--- src/rtl/cwseq_pkg.sv ---
package cwseq_pkg;
   typedef enum logic [2:0] {
      SEQ_IDLE = 3'd0,
      SEQ_W2   = 3'd1,
      SEQ_W3   = 3'd2,
      SEQ_W4   = 3'd3,
      SEQ_RDY  = 3'd4
   } seq_st_t;

   localparam int KB_NEED4  = 0;
   localparam int KB_SINGLE = 1;
   localparam int KB_TRIG   = 3;
   localparam int KB_KEY    = 4;
   localparam int CB_SEL3   = 3;
   localparam int VB_LSB    = 3;
   localparam int MIN_DW    = 5;
endpackage

--- src/rtl/cwseq_wrstrobe.sv ---
module cwseq_wrstrobe (
   input  logic clk,
   input  logic rst_n,
   input  logic sel_n,
   input  logic wr_n,
   output logic fire
);
   logic act;
   logic act_q;
   logic armed_q;

   assign act  = ~sel_n & ~wr_n;
   assign fire = act & act_q & armed_q;

   always_ff @(posedge clk or negedge rst_n) begin
      if (!rst_n) begin
         act_q   <= 1'b0;
         armed_q <= 1'b1;
      end else begin
         act_q <= act;
         if (!act)
            armed_q <= 1'b1;
         else if (fire)
            armed_q <= 1'b0;
      end
   end

   assert_one_fire_R2: assert property (@(posedge clk) disable iff (!rst_n)
      fire |=> !fire);
endmodule

--- src/rtl/cwseq_ctrl.sv ---
module cwseq_ctrl
   import cwseq_pkg::*;
#(
   parameter int DW = 8
) (
   input  logic          clk,
   input  logic          rst_n,
   input  logic          fire,
   input  logic          addr,
   input  logic [DW-1:0] wdata,
   output logic          ready,
   output logic          trig_edge,
   output logic          single_mode,
   output logic          need_w4,
   output logic [DW-4:0] vec_base,
   output logic [DW-1:0] cascade_cfg,
   output logic [DW-1:0] mode_cfg,
   output logic [DW-1:0] mask,
   output logic          cmd2_stb,
   output logic [DW-1:0] cmd2_data,
   output logic          rd_sel_isr
);
   localparam int VW = DW - VB_LSB;

   seq_st_t st_q, st_d;
   logic is_key, is_hi, is_cmd, is_c2, is_c3;
   logic last_after_w2, last_after_w3;

   assign is_key = fire & ~addr & wdata[KB_KEY];
   assign is_hi  = fire & addr;
   assign is_cmd = fire & ~addr & ~wdata[KB_KEY];
   assign is_c2  = is_cmd & ~wdata[CB_SEL3] & (st_q == SEQ_RDY);
   assign is_c3  = is_cmd &  wdata[CB_SEL3] & (st_q == SEQ_RDY);

   assign last_after_w2 = single_mode & ~need_w4;
   assign last_after_w3 = ~need_w4;

   always_comb begin
      st_d = st_q;
      if (is_key) begin
         st_d = SEQ_W2;
      end else if (is_hi) begin
         case (st_q)
            SEQ_W2:  st_d = last_after_w2 ? SEQ_RDY :
                            (single_mode ? SEQ_W4 : SEQ_W3);
            SEQ_W3:  st_d = last_after_w3 ? SEQ_RDY : SEQ_W4;
            SEQ_W4:  st_d = SEQ_RDY;
            default: st_d = st_q;
         endcase
      end
   end

   always_ff @(posedge clk or negedge rst_n) begin
      if (!rst_n) begin
         st_q        <= SEQ_IDLE;
         trig_edge   <= 1'b0;
         single_mode <= 1'b0;
         need_w4     <= 1'b0;
         vec_base    <= '0;
         cascade_cfg <= '0;
         mode_cfg    <= '0;
         mask        <= '0;
         cmd2_stb    <= 1'b0;
         cmd2_data   <= '0;
         rd_sel_isr  <= 1'b0;
      end else begin
         st_q     <= st_d;
         cmd2_stb <= is_c2;
         if (is_key) begin
            trig_edge   <= wdata[KB_TRIG];
            single_mode <= wdata[KB_SINGLE];
            need_w4     <= wdata[KB_NEED4];
            vec_base    <= '0;
            cascade_cfg <= '0;
            mode_cfg    <= '0;
         end
         if (is_hi) begin
            case (st_q)
               SEQ_W2:  vec_base    <= wdata[DW-1:VB_LSB];
               SEQ_W3:  cascade_cfg <= wdata;
               SEQ_W4:  mode_cfg    <= wdata;
               SEQ_RDY: mask        <= wdata;
               default: ;
            endcase
         end
         if (is_c2)
            cmd2_data <= wdata;
         if (is_c3 && wdata[1])
            rd_sel_isr <= wdata[0];
      end
   end

   assign ready = (st_q == SEQ_RDY);

   logic [VW-1:0] unused_vw;
   assign unused_vw = '0;

   assert_restart_R3: assert property (@(posedge clk) disable iff (!rst_n)
      is_key |=> (st_q == SEQ_W2) && !ready);
   assert_w3_needs_multi_R5: assert property (@(posedge clk) disable iff (!rst_n)
      (st_q == SEQ_W3) |-> !single_mode);
   assert_ready_on_write_R5: assert property (@(posedge clk) disable iff (!rst_n)
      $rose(ready) |-> $past(is_hi));
   assert_mask_only_ready_R7: assert property (@(posedge clk) disable iff (!rst_n)
      !$stable(mask) |-> $past(st_q == SEQ_RDY));
   assert_stb_pulse_R8: assert property (@(posedge clk) disable iff (!rst_n)
      cmd2_stb |-> $past(ready));
endmodule

--- src/rtl/cwseq_rdmux.sv ---
module cwseq_rdmux #(
   parameter int DW     = 8,
   parameter bit RD_REG = 1'b1
) (
   input  logic          clk,
   input  logic          rst_n,
   input  logic          rd_act,
   input  logic          addr,
   input  logic          sel_isr,
   input  logic [DW-1:0] req_vec,
   input  logic [DW-1:0] svc_vec,
   input  logic [DW-1:0] mask,
   output logic [DW-1:0] rdata
);
   logic [DW-1:0] pick;
   assign pick = addr ? mask : (sel_isr ? svc_vec : req_vec);

   generate
      if (RD_REG) begin : g_reg
         logic [DW-1:0] rdata_q;
         always_ff @(posedge clk or negedge rst_n) begin
            if (!rst_n)
               rdata_q <= '0;
            else if (rd_act)
               rdata_q <= pick;
         end
         assign rdata = rdata_q;
      end else begin : g_comb
         logic unused_ok;
         assign unused_ok = clk ^ rst_n ^ rd_act;
         assign rdata     = pick;
      end
   endgenerate
endmodule

--- src/rtl/cmdword_seq.sv ---
module cmdword_seq
   import cwseq_pkg::*;
#(
   parameter int DW     = 8,
   parameter bit RD_REG = 1'b1
) (
   input  logic          clk,
   input  logic          rst_n,
   input  logic          sel_n,
   input  logic          wr_n,
   input  logic          rd_n,
   input  logic          addr,
   input  logic [DW-1:0] wdata,
   input  logic [DW-1:0] req_vec,
   input  logic [DW-1:0] svc_vec,
   output logic [DW-1:0] rdata,
   output logic          rd_en_n,
   output logic          ready,
   output logic          trig_edge,
   output logic          single_mode,
   output logic          need_w4,
   output logic [DW-4:0] vec_base,
   output logic [DW-1:0] cascade_cfg,
   output logic [DW-1:0] mode_cfg,
   output logic [DW-1:0] mask,
   output logic          cmd2_stb,
   output logic [DW-1:0] cmd2_data,
   output logic          rd_sel_isr
);
   generate
      if (DW < MIN_DW) begin : g_bad_dw
         $error("cmdword_seq: DW must be at least 5");
      end
   endgenerate

   logic fire;
   logic rd_act;
   logic rd_en_q;

   assign rd_act = ~sel_n & ~rd_n;

   cwseq_wrstrobe u_strobe (
      .clk   (clk),
      .rst_n (rst_n),
      .sel_n (sel_n),
      .wr_n  (wr_n),
      .fire  (fire)
   );

   cwseq_ctrl #(.DW(DW)) u_ctrl (
      .clk         (clk),
      .rst_n       (rst_n),
      .fire        (fire),
      .addr        (addr),
      .wdata       (wdata),
      .ready       (ready),
      .trig_edge   (trig_edge),
      .single_mode (single_mode),
      .need_w4     (need_w4),
      .vec_base    (vec_base),
      .cascade_cfg (cascade_cfg),
      .mode_cfg    (mode_cfg),
      .mask        (mask),
      .cmd2_stb    (cmd2_stb),
      .cmd2_data   (cmd2_data),
      .rd_sel_isr  (rd_sel_isr)
   );

   cwseq_rdmux #(.DW(DW), .RD_REG(RD_REG)) u_rdmux (
      .clk     (clk),
      .rst_n   (rst_n),
      .rd_act  (rd_act),
      .addr    (addr),
      .sel_isr (rd_sel_isr),
      .req_vec (req_vec),
      .svc_vec (svc_vec),
      .mask    (mask),
      .rdata   (rdata)
   );

   always_ff @(posedge clk or negedge rst_n) begin
      if (!rst_n)
         rd_en_q <= 1'b0;
      else
         rd_en_q <= rd_act;
   end
   assign rd_en_n = ~rd_en_q;

   assert_rden_low_R11: assert property (@(posedge clk) disable iff (!rst_n)
      !rd_en_n |-> $past(!sel_n && !rd_n));
   assert_rden_high_R11: assert property (@(posedge clk) disable iff (!rst_n)
      $past(!sel_n && !rd_n) |-> !rd_en_n);
endmodule

--- config.mk ---
export PLATFORM = sky130hd
export DESIGN_NAME = cmdword_seq
export DESIGN_NICKNAME = d
export VERILOG_FILES = /design/src/rtl/cwseq_pkg.sv /design/src/rtl/cwseq_wrstrobe.sv /design/src/rtl/cwseq_ctrl.sv /design/src/rtl/cwseq_rdmux.sv /design/src/rtl/cmdword_seq.sv
export SDC_FILE = /design/constraint.sdc
export NUM_CORES = 1
export LEC_CHECK = 0
export BUFFER_PORTS_ARGS = -buffer_cell sky130_fd_sc_hd__buf_2
export CORE_MARGIN = 2
export CORE_UTILIZATION = 45
export DETAILED_ROUTE_END_ITERATION = 7
export PLACE_DENSITY_LB_ADDON = 0.1
export SLEW_MARGIN = 30
export SYNTH_ARGS = -nofsm -noshare
export SYNTH_HDL_FRONTEND = slang
export SYNTH_SLANG_ARGS = --single-unit
--- constraint.sdc ---
create_clock -name clk -period 1.9 [get_ports clk]
set_clock_uncertainty 0.15 [all_clocks]
set_input_delay 0 -clock clk [delete_from_list [all_inputs] [get_ports clk]]
set_output_delay 0 -clock clk [all_outputs]
set_load 0.005 [all_outputs]
* Yosys cells after proc, flatten, opt, wreduce, memory -nomap -nowiden
Index checks and enable logic that the tools add are counted.
** Storage, ports and cells
- Flip-flop bits (word level) :: 56
- Input port bits :: 30
- Output and inout bits :: 52
- Word-level logic and storage cells :: 65
** Cells by class
- Equal/unequal tests :: 5
- Multiplexer cells :: 19
- Bitwise logic cells :: 21
- Reduce and logical (&&, ||, !) cells :: 5
** Operators with widths (count)
- 2-to-1 mux 8 bit :: 8
- 2-to-1 mux 5 bit :: 3
- AND 1 bit :: 13
- 2-to-1 mux 3 bit :: 4
- case mux 3 bit (3 select lines) :: 1
- NOT 1 bit :: 8
- == test 3 x 2 -> 1 bit, second input constant :: 2
- AND reduction 2 bit :: 2
- nonzero test 4 bit :: 1
- == test 3 x 1 -> 1 bit, second input constant :: 1
- == test 3 bit, second input constant :: 1
- 2-to-1 mux 1 bit :: 3
- inequality test 2 x 1 -> 1 bit, second input constant :: 1
- nonzero test 2 bit :: 1
- logical AND 1 bit :: 1

* Longest topological paths before layout
Gate-level depths: netlist of run 1.
- Word-level depth :: 9
- Gate-level depth with buffers :: 5
- Depth with buffers taken out :: 3

* Cells and area by module
A second synthesis of run 1 with hierarchy kept.
** Second synthesis, totals
- Cells, all modules :: 224
- Area total of the unflattened synthesis :: 2462.4 um2
** Modules (own cells, without submodules)
- cwseq_ctrl :: instances 1, cells each 170, area an instance 1831.8 um2, seq. area each 1126.1 um2
- cwseq_rdmux :: instances 1, cells each 45, area an instance 525.5 um2, seq. area each 200.2 um2
- cwseq_wrstrobe :: instances 1, cells each 6, area an instance 72.6 um2, seq. area each 51.3 um2
- cmdword_seq :: instances 1, cells each 3, area an instance 32.5 um2, seq. area each 25.0 um2

* Worst setup path after synthesis of run 1
No wires, ideal clock.
- Kind :: register to register
- From :: register u_strobe.armed_q
- To :: register u_ctrl.trig_edge
- Setup time :: 0.125 ns
- Arrival :: 1.393 ns
- Required time :: 1.625 ns
- Path slack :: 0.232 ns
- Stages on the path, launching flop included :: 6
- Path buffers :: 2
- Period minus slack after synthesis :: 1.668 ns
- Cell sequence :: dfstp_2 nand4bb_1 buf_2 or2_1 buf_6 mux2_4
** On the way
- Cells in the longest elaborated chain, start to end :: 3
** Ends and longest elaborated chain
- start: declaration :: RTL line cwseq_wrstrobe.sv:10 : logic armed_q;
- start signal: assignment :: RTL line cwseq_wrstrobe.sv:18 : armed_q <= 1'b1;
- start signal: assignment :: RTL line cwseq_wrstrobe.sv:22 : armed_q <= 1'b1;
- start signal: assignment :: RTL line cwseq_wrstrobe.sv:24 : armed_q <= 1'b0;
- AND 1 bit :: RTL line cwseq_wrstrobe.sv:13 : assign fire = act & act_q & armed_q;
- AND 1 bit (2 in series) :: RTL line cwseq_ctrl.sv:29 : assign is_key = fire & ~addr & wdata[KB_KEY];
- end signal: assignment :: RTL line cwseq_ctrl.sv:70 : trig_edge <= wdata[KB_TRIG];
- end: declaration :: RTL line cwseq_ctrl.sv:12 : output logic trig_edge,
Every way passes these cells.
A chain may end at the register's enable or synchronous reset.

* Final worst setup path of run 1
- From :: register u_ctrl.st_q[2]
- To :: register u_ctrl.cmd2_data[7]
** On the way
- Cells in the longest elaborated chain, start to end :: 2
** Ends and longest elaborated chain
- start: declaration :: RTL line cwseq_ctrl.sv:25 : seq_st_t st_q, st_d;
- start signal: assignment :: RTL line cwseq_ctrl.sv:67 : st_q <= st_d;
- == test 3 bit :: RTL line cwseq_ctrl.sv:32 : assign is_c2 = is_cmd & ~wdata[CB_SEL3] & (st_q == SEQ_RDY);
- AND 1 bit :: RTL line cwseq_ctrl.sv:32
- end signal: assignment :: RTL line cwseq_ctrl.sv:87 : cmd2_data <= wdata;
- end: declaration :: RTL line cwseq_ctrl.sv:20 : output logic [DW-1:0] cmd2_data,
Every way passes these cells.

==> summary.md, run 1 <==
| Metric | Value |
|---|---|
| Combined global-route utilization of all metal layers | 21.2% |
| Area growth, synth to finish | 31.9% |
| Syn nets | 258 |
| Place WS | 179 ps |
| Number of register bits inferred by synthesis | 56 |
| Critical path startpoint category | flip-flop |
| Post-Synthesis Mean Instance Area | 11.6 µm² |
| Ports placed on the boundary | 82 |
| Count of final max-slew check failures | 0 |
| Most common flop cell mapped by yosys | dfrtp_1 |
| Top area cells in the synthesized netlist | dfrtp_1 (52%), mux2_2 (11%), nand2_1 (4.7%) |
| Buffers plus inverters on the worst setup path | 0 |
| Largest driver fanout on the critical path | 10 |
| Post-place instance area | 0.00312 mm² |
| Die height | 80.8 µm |
| Post-route cell area | 0.00350 mm² |
| Number of max-capacitance violations reported | 0 |
| Most instantiated cells after synthesis | dfrtp_1 (55), nand2_1 (33), mux2_2 (25) |
| DR vias | 2217 |
| Area of the die | 0.00652 mm² |
| Final routed DRC violation total | 0 |
| 1st-iter DRT viols | 101 |
| Met1 wire length | 3040 µm |
| Vias in the first global route | 2141 |
| Number of flops mapped to enable cells by yosys | 0 |
| Worst path slowest cell | dfrtp_1 |
| Sequential element share of the synthesized area | 52.9% |
| Clock latency at the later pin of the worst-skew pair | 310 ps |
| Static Leak | 1.69 nW |
| Last weighted congestion value of the routability-driven placer | 0.791 |
| Hold violation count in the final report | 0 |
| Most frequently used cell type in the post-synthesis netlist | dfrtp_1 |
| Finish-stage setup viols | 0 |
| Number of H-tree levels | 2 |
| Average wire per cell in the routed design | 16.2 µm |
| Slew at the pin closest to its max-slew limit | 512 ps |
| Core box area | 0.00561 mm² |
| Area share of the largest cell type after synthesis | 51.9% |
| Maximum number of pins on one net before global-route repair | 57 |
| WL met2 | 3180 µm |
| Total clock buffers created by CTS | 5 |
| Total gr overflow | 0 |
| Outcome | finished, final reports clean |
| Critical path's largest stage delay | 520 ps |
| Setup crit end kind | flip-flop |
| Area leader, netlist | dfrtp_1 |
| Half-perimeter wire length after detailed placement | 4340 µm |
| Largest delay contributor family on the critical path | simple AND/OR/NAND/NOR gates |
| Worst endpoint required time | 1950 ps |
| Antenna-violating nets left | 0 |
| Synth unique cells | 40 |
| Cell area power density | 796 mW/mm² |
| Total routed wirelength | 6650 µm |
| Post-DR vias/cell | 5.41 |
| Clock transition at path regs | 100 ps |
| Proportion of register bits with asynchronous set or reset after synthesis | 100% |
| Worst Path Arrival | 1800 ps |
| Number of instances in the synthesized netlist | 228 |
| Highest clock frequency the design can meet | 0.570 GHz |
| TritonCTS Sinks | 56 |
| Final critical path time including I/O delays and setup | 1750 ps |
| IO buf count | 81 |
| Uppermost routed layer | met4 |
| Chip width | 80.8 µm |
| Layout cells sized above 1 | 40.2% |
| Worst ir drop on vdd | 0.508 mV |
| CTS tree | yes |
| Starting Density | 47.3% |
| Total iterations of the first detailed-routing run | 4 |
| Detailed-routed wire length on met3 | 314 µm |
| Root buffer cell | clkbuf_8 |
| Setup TNS Final | 0 ps |
| Number of core rows | 27 |
| Unrepaired setup endpoints after global routing | false |
| Maximum buffer depth of the clock tree | 2 |
| Area of the mapped netlist | 0.00265 mm² |
| Worst setup slack after layout | 145 ps |
| Type of the worst min-delay path | input pin to flip-flop |
| Yosys warns | 0 |
| Wire length of the first global-routing pass | 10500 µm |
| Remaining max-slew budget at the tightest pin | 65.9% |
| Antenna cell count | 0 |
| Number of antenna violations at the first check in global routing | 0 |
| Sequence of cells on the critical path | nor3b_4 -> nand4b_4 -> mux2_2 |
| Critical setup path kind | flip-flop to flip-flop |
| Post-layout nets | 367 |
| Tcrit/Tclk final | 92.3% |
-- registers in the layout, indices dropped and copies added (netlist names) --
| signal | count |
|---|---|
| u_ctrl.cmd2_data | 8 |
| u_ctrl.mask | 8 |
| u_ctrl.need_w4 | 1 |
| u_ctrl.single_mode | 1 |
| u_ctrl.st_q | 3 |
| rd_en_q | 1 |
| u_ctrl.cascade_cfg | 8 |
| u_ctrl.trig_edge | 1 |
| u_ctrl.rd_sel_isr | 1 |
| u_rdmux.rdata | 8 |
| u_strobe.armed_q | 1 |
| u_ctrl.cmd2_stb | 1 |
| u_ctrl.vec_base | 5 |
| u_ctrl.mode_cfg | 8 |
| u_strobe.act_q | 1 |
-- final timing paths --
path | startpoint | endpoint | slack [ps] | depth (start not counted)
worst max-delay path | u_ctrl.st_q[2] | u_ctrl.cmd2_data[7] | 150 | 3
worst min-delay path | addr | u_ctrl.st_q[0] | 40 | 2
worst max register to register | u_ctrl.st_q[2] | u_ctrl.cmd2_data[7] | 150 | 3
worst min register to register | u_strobe.act_q | u_strobe.armed_q | 310 | 1
max in group asynchronous | rst_n | u_strobe.armed_q | 1260 | 3
min in group asynchronous | rst_n | u_ctrl.vec_base[1] | 60 | 3
-- final cells by class --
class | instances | area, µm²
fillers | 497 | 2110
clock inverters | 1 | 8.76
clock buffers | 7 | 76.3
multi-input cells | 152 | 1140
inverters | 5 | 18.8
repair buffers | 117 | 761
well taps | 72 | 90.1
flip-flops and latches | 56 | 1400
-- routing by layer --
layer,vias up,track usage [%]
met5,-,0
met4,0,8.81
met3,10,3.89
met2,74,33.7
met1,1081,28.9
li1,1052,-
-- per-stage QoR --
stage / cells / hold slack (ps) / power, mW / utilization [%]
5_1_grt: 410 / 25.7 / 2.94 / 62.4
4_1_cts: 410 / 8.29 / 2.81 / 62.4
2_1_floorplan: 228 / -446 / 1.87 / -
6_report: 410 / 40.0 / 2.78 / 62.4
3_5_place_dp: 373 / -125 / 2.12 / 55.7
3_3_place_gp: 373 / -124 / 2.11 / 55.7
-- cell families after synthesis --
family | share of synthesized area [%]
AOI/OAI and AO/OA | 14.8
buffers and inverters | 4.10
DFF | 52.9
muxes | 14.2
and+or+nand+nor | 14.1
-- layout by cell type (no fill, tap or decap), drive strengths merged, types with 2 or more instances in the layout --
master       netlist  layout
dfrtp             55      55
dlygate4sd3        0      29
o221a              2       2
nor3b              2       2
and2               5       5
o21ai             24      24
inv                5       5
nand2             34      34
o221ai            14      14
nand4bb            3       3
mux2i              8       8
clkbuf             4       7
a22o               5       5
nor2               7       7
nand2b             2       2
mux2              26      26
a31oi              4       4
nand3              2       2
buf               11      88
and3b              2       2
nand4b             2       2
-- repair_timing --
action,4_1_cts,5_1_grt
hold buffers,29,0
hold endpoints to repair,108,0
resized for setup,0,0
buffers inserted,0,0
-- power breakdown --
group | switching (mW) | internal (mW)
sequential | 0.136 | 1.33
clock | 0.380 | 0.265
combinational | 0.313 | 0.364
(Power assumes the default switching activity.)
==> run 2: changes to the inputs <==
--- a/config.mk
+++ b/config.mk
@@ -10,7 +10,7 @@
 export CORE_UTILIZATION = 45
 export DETAILED_ROUTE_END_ITERATION = 7
 export PLACE_DENSITY_LB_ADDON = 0.1
-export SLEW_MARGIN = 30
+export SLEW_MARGIN = 20
 export SYNTH_ARGS = -nofsm -noshare
 export SYNTH_HDL_FRONTEND = slang
 export SYNTH_SLANG_ARGS = --single-unit
==> constraint.sdc (replaced) <==
create_clock -name clk -period 1.88 [get_ports clk]
set_clock_uncertainty 0.15 [all_clocks]
set_input_delay 0 -clock clk [delete_from_list [all_inputs] [get_ports clk]]
set_output_delay 0 -clock clk [all_outputs]
set_load 0.005 [all_outputs]
==> run 2 against run 1 <==
  * Via count is 0.27% lower
  * Clock power is 29% higher
  * Sequential cell count stayed put
  * Utilization is 1.0 points higher
==> summary.md, run 2 (synthesized netlist as in run 1, its figures left out) <==
| Metric | Value |
|---|---|
| Outcome | finished, final reports clean |
| Area growth, synth to finish | 34.0% |
| Antenna cell count | 0 |
| Critical path startpoint category | flip-flop |
| Post-route non-filler standard cell count | 411 |
| Number of core rows | 27 |
| Setup TNS Final | 0 ps |
| Slew at the pin closest to its max-slew limit | 507 ps |
| Clock transition at path regs | 110 ps |
| Chip width | 80.8 µm |
| Post-layout nets | 368 |
| Core box area | 0.00561 mm² |
| Most common library cell in the layout ignoring fill and taps | buf_2 |
| Maximum number of pins on one net before global-route repair | 57 |
| Wire length of the first global-routing pass | 10900 µm |
| Count of placed standard cells including taps | 374 |
| IO buf count | 81 |
| Type of the worst min-delay path | input pin to flip-flop |
| TritonCTS Sinks | 56 |
| Clock latency at the later pin of the worst-skew pair | 310 ps |
| Total gr overflow | 0 |
| Root buffer cell | clkbuf_8 |
| 1st-iter DRT viols | 90 |
| Highest clock frequency the design can meet | 0.568 GHz |
| Count of final max-slew check failures | 0 |
| Total clock buffers created by CTS | 5 |
| Total setup buffers inserted after CTS | 0 |
| Cell area power density | 851 mW/mm² |
| Final hold slack | 43.6 ps |
| Ports placed on the boundary | 82 |
| Static Leak | 1.72 nW |
| Cells resized by post-CTS repair | 0 |
| Total iterations of the first detailed-routing run | 4 |
| Die height | 80.8 µm |
| Critical setup path kind | flip-flop to flip-flop |
| Last weighted congestion value of the routability-driven placer | 0.756 |
| Total routed wirelength | 6700 µm |
| Worst path slowest cell | dfrtp_1 |
| Largest driver fanout on the critical path | 10 |
| Area of the die | 0.00652 mm² |
| Post-layout power | 3.02 mW |
| Antenna-violating nets left | 0 |
| Half-perimeter wire length after detailed placement | 4580 µm |
| Critical path's largest stage delay | 510 ps |
| Unrepaired setup endpoints after global routing | false |
| Sequence of cells on the critical path | nor3b_4 -> nand4b_4 -> mux2_2 |
| Number of antenna violations at the first check in global routing | 0 |
| Starting Density | 47.3% |
| Combined global-route utilization of all metal layers | 21.6% |
| Setup crit end kind | flip-flop |
| Finish-stage setup viols | 0 |
| Final routed DRC violation total | 0 |
| Commonest non-fill, non-tap cells in the layout | buf_2 (81), dfrtp_1 (55), nand2_1 (33) |
| Final critical path time including I/O delays and setup | 1760 ps |
| Worst Path Arrival | 1810 ps |
| Number of max-capacitance violations reported | 0 |
| Vias in the first global route | 2229 |
| Post-DR vias/cell | 5.38 |
| Tcrit/Tclk final | 93.6% |
| CTS tree | yes |
| Worst ir drop on vdd | 0.549 mV |
| CTS Hold Bufs | 29 |
| Remaining max-slew budget at the tightest pin | 66.2% |
| DR vias | 2211 |
| Average wire per cell in the routed design | 16.3 µm |
| Hold violation count in the final report | 0 |
| Layout cells sized above 1 | 41.0% |
| Number of H-tree levels | 2 |
| Worst endpoint required time | 1930 ps |
| Maximum buffer depth of the clock tree | 2 |
-- run 2: cell types whose count changed in the layout (fill, tap and decap cells not counted) --
cell / before / now
clkbuf_1: 2 / 0
buf_12: 1 / 2
bufinv_16: 0 / 1
clkbuf_8: 5 / 6
-- run 2: cell type report --
class | instances | area [µm²]
repair buffers | 118 | 781
flip-flops and latches | 56 | 1400
well taps | 72 | 90.1
fillers | 469 | 2050
multi-input cells | 152 | 1140
inverters | 5 | 18.8
clock inverters | 2 | 38.8
clock buffers | 6 | 82.6
-- run 2: stage by stage --
step | util, % | worst slack [ps] | cell area [µm²]
floorplan | - | 212 | 2650
global placement | 56.0 | 151 | 3140
detailed placement | 56.0 | 142 | 3140
CTS | 63.4 | 111 | 3550
global route | 63.4 | 34.8 | 3550
finish | 63.4 | 120 | 3550
-- run 2: power by group --
group	internal, mW	switching [mW]	total [mW]
registers	1.34	0.137	1.48
logic	0.380	0.336	0.715
clock network	0.436	0.394	0.831
total	2.16	0.867	3.02
-- run 2: per-layer routing --
metal,GRT usage (%),wire length (µm),vias up
li1,-,-,1052
met1,28.5,3030,1105
met2,37.0,3340,48
met3,3.67,249,6
met4,5.59,79,0
met5,0,0,-
-- run 2: critical path, delay by kind of cell, from the launching register on --
| kind | cells | cell delay (ps) |
|---|---|---|
| AND/OR/NAND/NOR | 2 | 660 |
| multiplexers | 1 | 320 |
| flip-flops | 1 | 510 |
-- run 2: path summary, 6_finish.rpt --
kind | start | end | slack (ps) | depth (start not counted)
worst min register to register | u_strobe.act_q | u_strobe.armed_q | 330 | 1
min in group asynchronous | rst_n | u_ctrl.mode_cfg[1] | 70 | 3
worst max register to register | u_ctrl.st_q[1] | u_ctrl.cmd2_data[7] | 120 | 3
worst min-delay path | sel_n | u_rdmux.rdata[1] | 40 | 3
worst max-delay path | u_ctrl.st_q[1] | u_ctrl.cmd2_data[7] | 120 | 3
max in group asynchronous | rst_n | u_strobe.armed_q | 1230 | 3
==> run 3: changes to the inputs <==
--- a/config.mk
+++ b/config.mk
@@ -10,6 +10,7 @@
 export CORE_UTILIZATION = 45
 export DETAILED_ROUTE_END_ITERATION = 7
 export PLACE_DENSITY_LB_ADDON = 0.1
+export RECOVER_POWER = 100
 export SLEW_MARGIN = 20
 export SYNTH_ARGS = -nofsm -noshare
 export SYNTH_HDL_FRONTEND = slang
==> run 3 against run 2 <==
  * Final cell count stayed put
  * Non-clock buffer count stayed put
  * Setup slack worse by 17 ps
  * Sequential power hardly changed
  * Clock-buffer cell count stayed put
  * Sequential cell count stayed put
  * Largest cell class unchanged
==> summary.md, run 3 (synthesized netlist as in run 1, its figures left out) <==
| Metric | Value |
|---|---|
| DR vias | 2226 |
| Cell area power density | 859 mW/mm² |
| Tcrit/Tclk final | 94.5% |
| Post-layout power | 3.00 mW |
| Wire length of the first global-routing pass | 10900 µm |
| Combined global-route utilization of all metal layers | 21.6% |
| Layout cells sized above 1 | 33.0% |
| IO buf count | 81 |
| Total clock buffers created by CTS | 5 |
| Remaining max-slew budget at the tightest pin | 16.9% |
| Total gr overflow | 0 |
| Total routed wirelength | 6730 µm |
| Type of the worst min-delay path | input pin to flip-flop |
| Worst-case register-to-register setup slack | 100 ps |
| Outcome | finished, final reports clean |
| Average wire per cell in the routed design | 16.4 µm |
| Number of H-tree levels | 2 |
| Last weighted congestion value of the routability-driven placer | 0.756 |
| Finish-stage setup viols | 0 |
| Clock latency at the later pin of the worst-skew pair | 310 ps |
| Highest clock frequency the design can meet | 0.563 GHz |
| Die height | 80.8 µm |
| Antenna cell count | 0 |
| Number of max-capacitance violations reported | 0 |
| Worst endpoint required time | 1930 ps |
| Count of final max-slew check failures | 0 |
| Antenna-violating nets left | 0 |
| Chip width | 80.8 µm |
| Area of the die | 0.00652 mm² |
| Static Leak | 1.61 nW |
| Worst ir drop on vdd | 0.543 mV |
| Slew at the pin closest to its max-slew limit | 1250 ps |
| Vias in the first global route | 2229 |
| Commonest non-fill, non-tap cells in the layout | buf_2 (57), dfrtp_1 (55), nand2_1 (33) |
| Post-route cell area | 0.00349 mm² |
| Critical path startpoint category | flip-flop |
| 1st-iter DRT viols | 90 |
| Maximum buffer depth of the clock tree | 2 |
| Worst Path Arrival | 1830 ps |
| Setup TNS Final | 0 ps |
| Ports placed on the boundary | 82 |
| Number of core rows | 27 |
| Hold violation count in the final report | 0 |
| Setup crit end kind | flip-flop |
| Area growth, synth to finish | 31.6% |
| Final critical path time including I/O delays and setup | 1780 ps |
| Maximum number of pins on one net before global-route repair | 57 |
| Clock transition at path regs | 100 ps |
| Root buffer cell | clkbuf_8 |
| Half-perimeter wire length after detailed placement | 4580 µm |
| Total iterations of the first detailed-routing run | 4 |
| Number of antenna violations at the first check in global routing | 0 |
| Unrepaired setup endpoints after global routing | false |
| Critical setup path kind | flip-flop to flip-flop |
| Core box area | 0.00561 mm² |
| Largest driver fanout on the critical path | 10 |
| Most common library cell in the layout ignoring fill and taps | buf_2 |
| Core utilization of the finished layout | 62.2% |
| Final routed DRC violation total | 0 |
| Post-layout nets | 368 |
| CTS tree | yes |
| Starting Density | 47.3% |
| TritonCTS Sinks | 56 |
| Post-place instance area | 0.00314 mm² |
| Post-DR vias/cell | 5.42 |
[run 3: changes by cell type in the layout (fill, tap and decap cells not counted)]
cell      previous run  this run
and4bb_1             0         1
and4bb_2             1         0
buf_12               2         0
buf_2               81        57
clkbuf_1             0        25
clkbuf_2             0         1
mux2_1               0         1
mux2_4               1         0
or2_0                0         1
or2_1                1         0
[run 3: worst max-delay path, cell delays in order, from the launching register on]
cell and delay (ps):
dfstp_2 550, and4bb_1 350, buf_4 220, nand2_2 130, o221ai_1 270
[run 3: timing repair]
action / 4_1_cts / 5_1_grt
buffers inserted: 0 / 0
endpoints found under the hold margin: 107 / 0
resized for setup: 0 / 0
hold buffers: 29 / 0
[run 3: final cells by class]
cell class,count,area [µm²]
Inverter,5,18.8
Clock buffer,6,82.6
Multi-Input combinational cell,152,1140
Timing Repair Buffer,118,719
Fill cell,489,2120
Clock inverter,2,38.8
Tap cell,72,90.1
Sequential cell,56,1400
[run 3: through the flow]
| stage | std cells | setup slack, ps | hold WS, ps |
|---|---|---|---|
| after floorplan | 228 | 212 | -446 |
| after global placement | 374 | 151 | -123 |
| after detailed placement | 374 | 142 | -127 |
| after CTS | 411 | 111 | 35.1 |
| after global routing | 411 | 20.0 | 61.4 |
| final | 411 | 103 | 48.7 |
[run 3: final timing paths]
check                      depth (start not counted)               endpoint        startpoint
max                                                4  u_ctrl.cascade_cfg[1]  u_strobe.armed_q
min                                                3       u_rdmux.rdata[3]             sel_n
max reg2reg                                        4  u_ctrl.cascade_cfg[1]  u_strobe.armed_q
min reg2reg                                        1       u_strobe.armed_q    u_strobe.act_q
max in group asynchronous                          3         u_ctrl.st_q[0]             rst_n
min in group asynchronous                          3     u_ctrl.mode_cfg[1]             rst_n
[run 3: metal layers]
layer	vias to the layer above	GRT usage (%)	routed length, µm
li1	1050	-	-
met1	1102	28.5	3000
met2	68	37.0	3330
met3	6	3.67	321
met4	0	5.59	79
met5	-	0	0
[run 3: power by group]
| group | internal, mW | total (mW) | leakage, nW | switching (mW) |
|---|---|---|---|---|
| Combinational | 0.356 | 0.691 | 0.860 | 0.335 |
| Clock | 0.436 | 0.827 | 0.0614 | 0.391 |
| Sequential | 1.34 | 1.48 | 0.690 | 0.138 |
| Total | 2.13 | 3.00 | 1.61 | 0.864 |
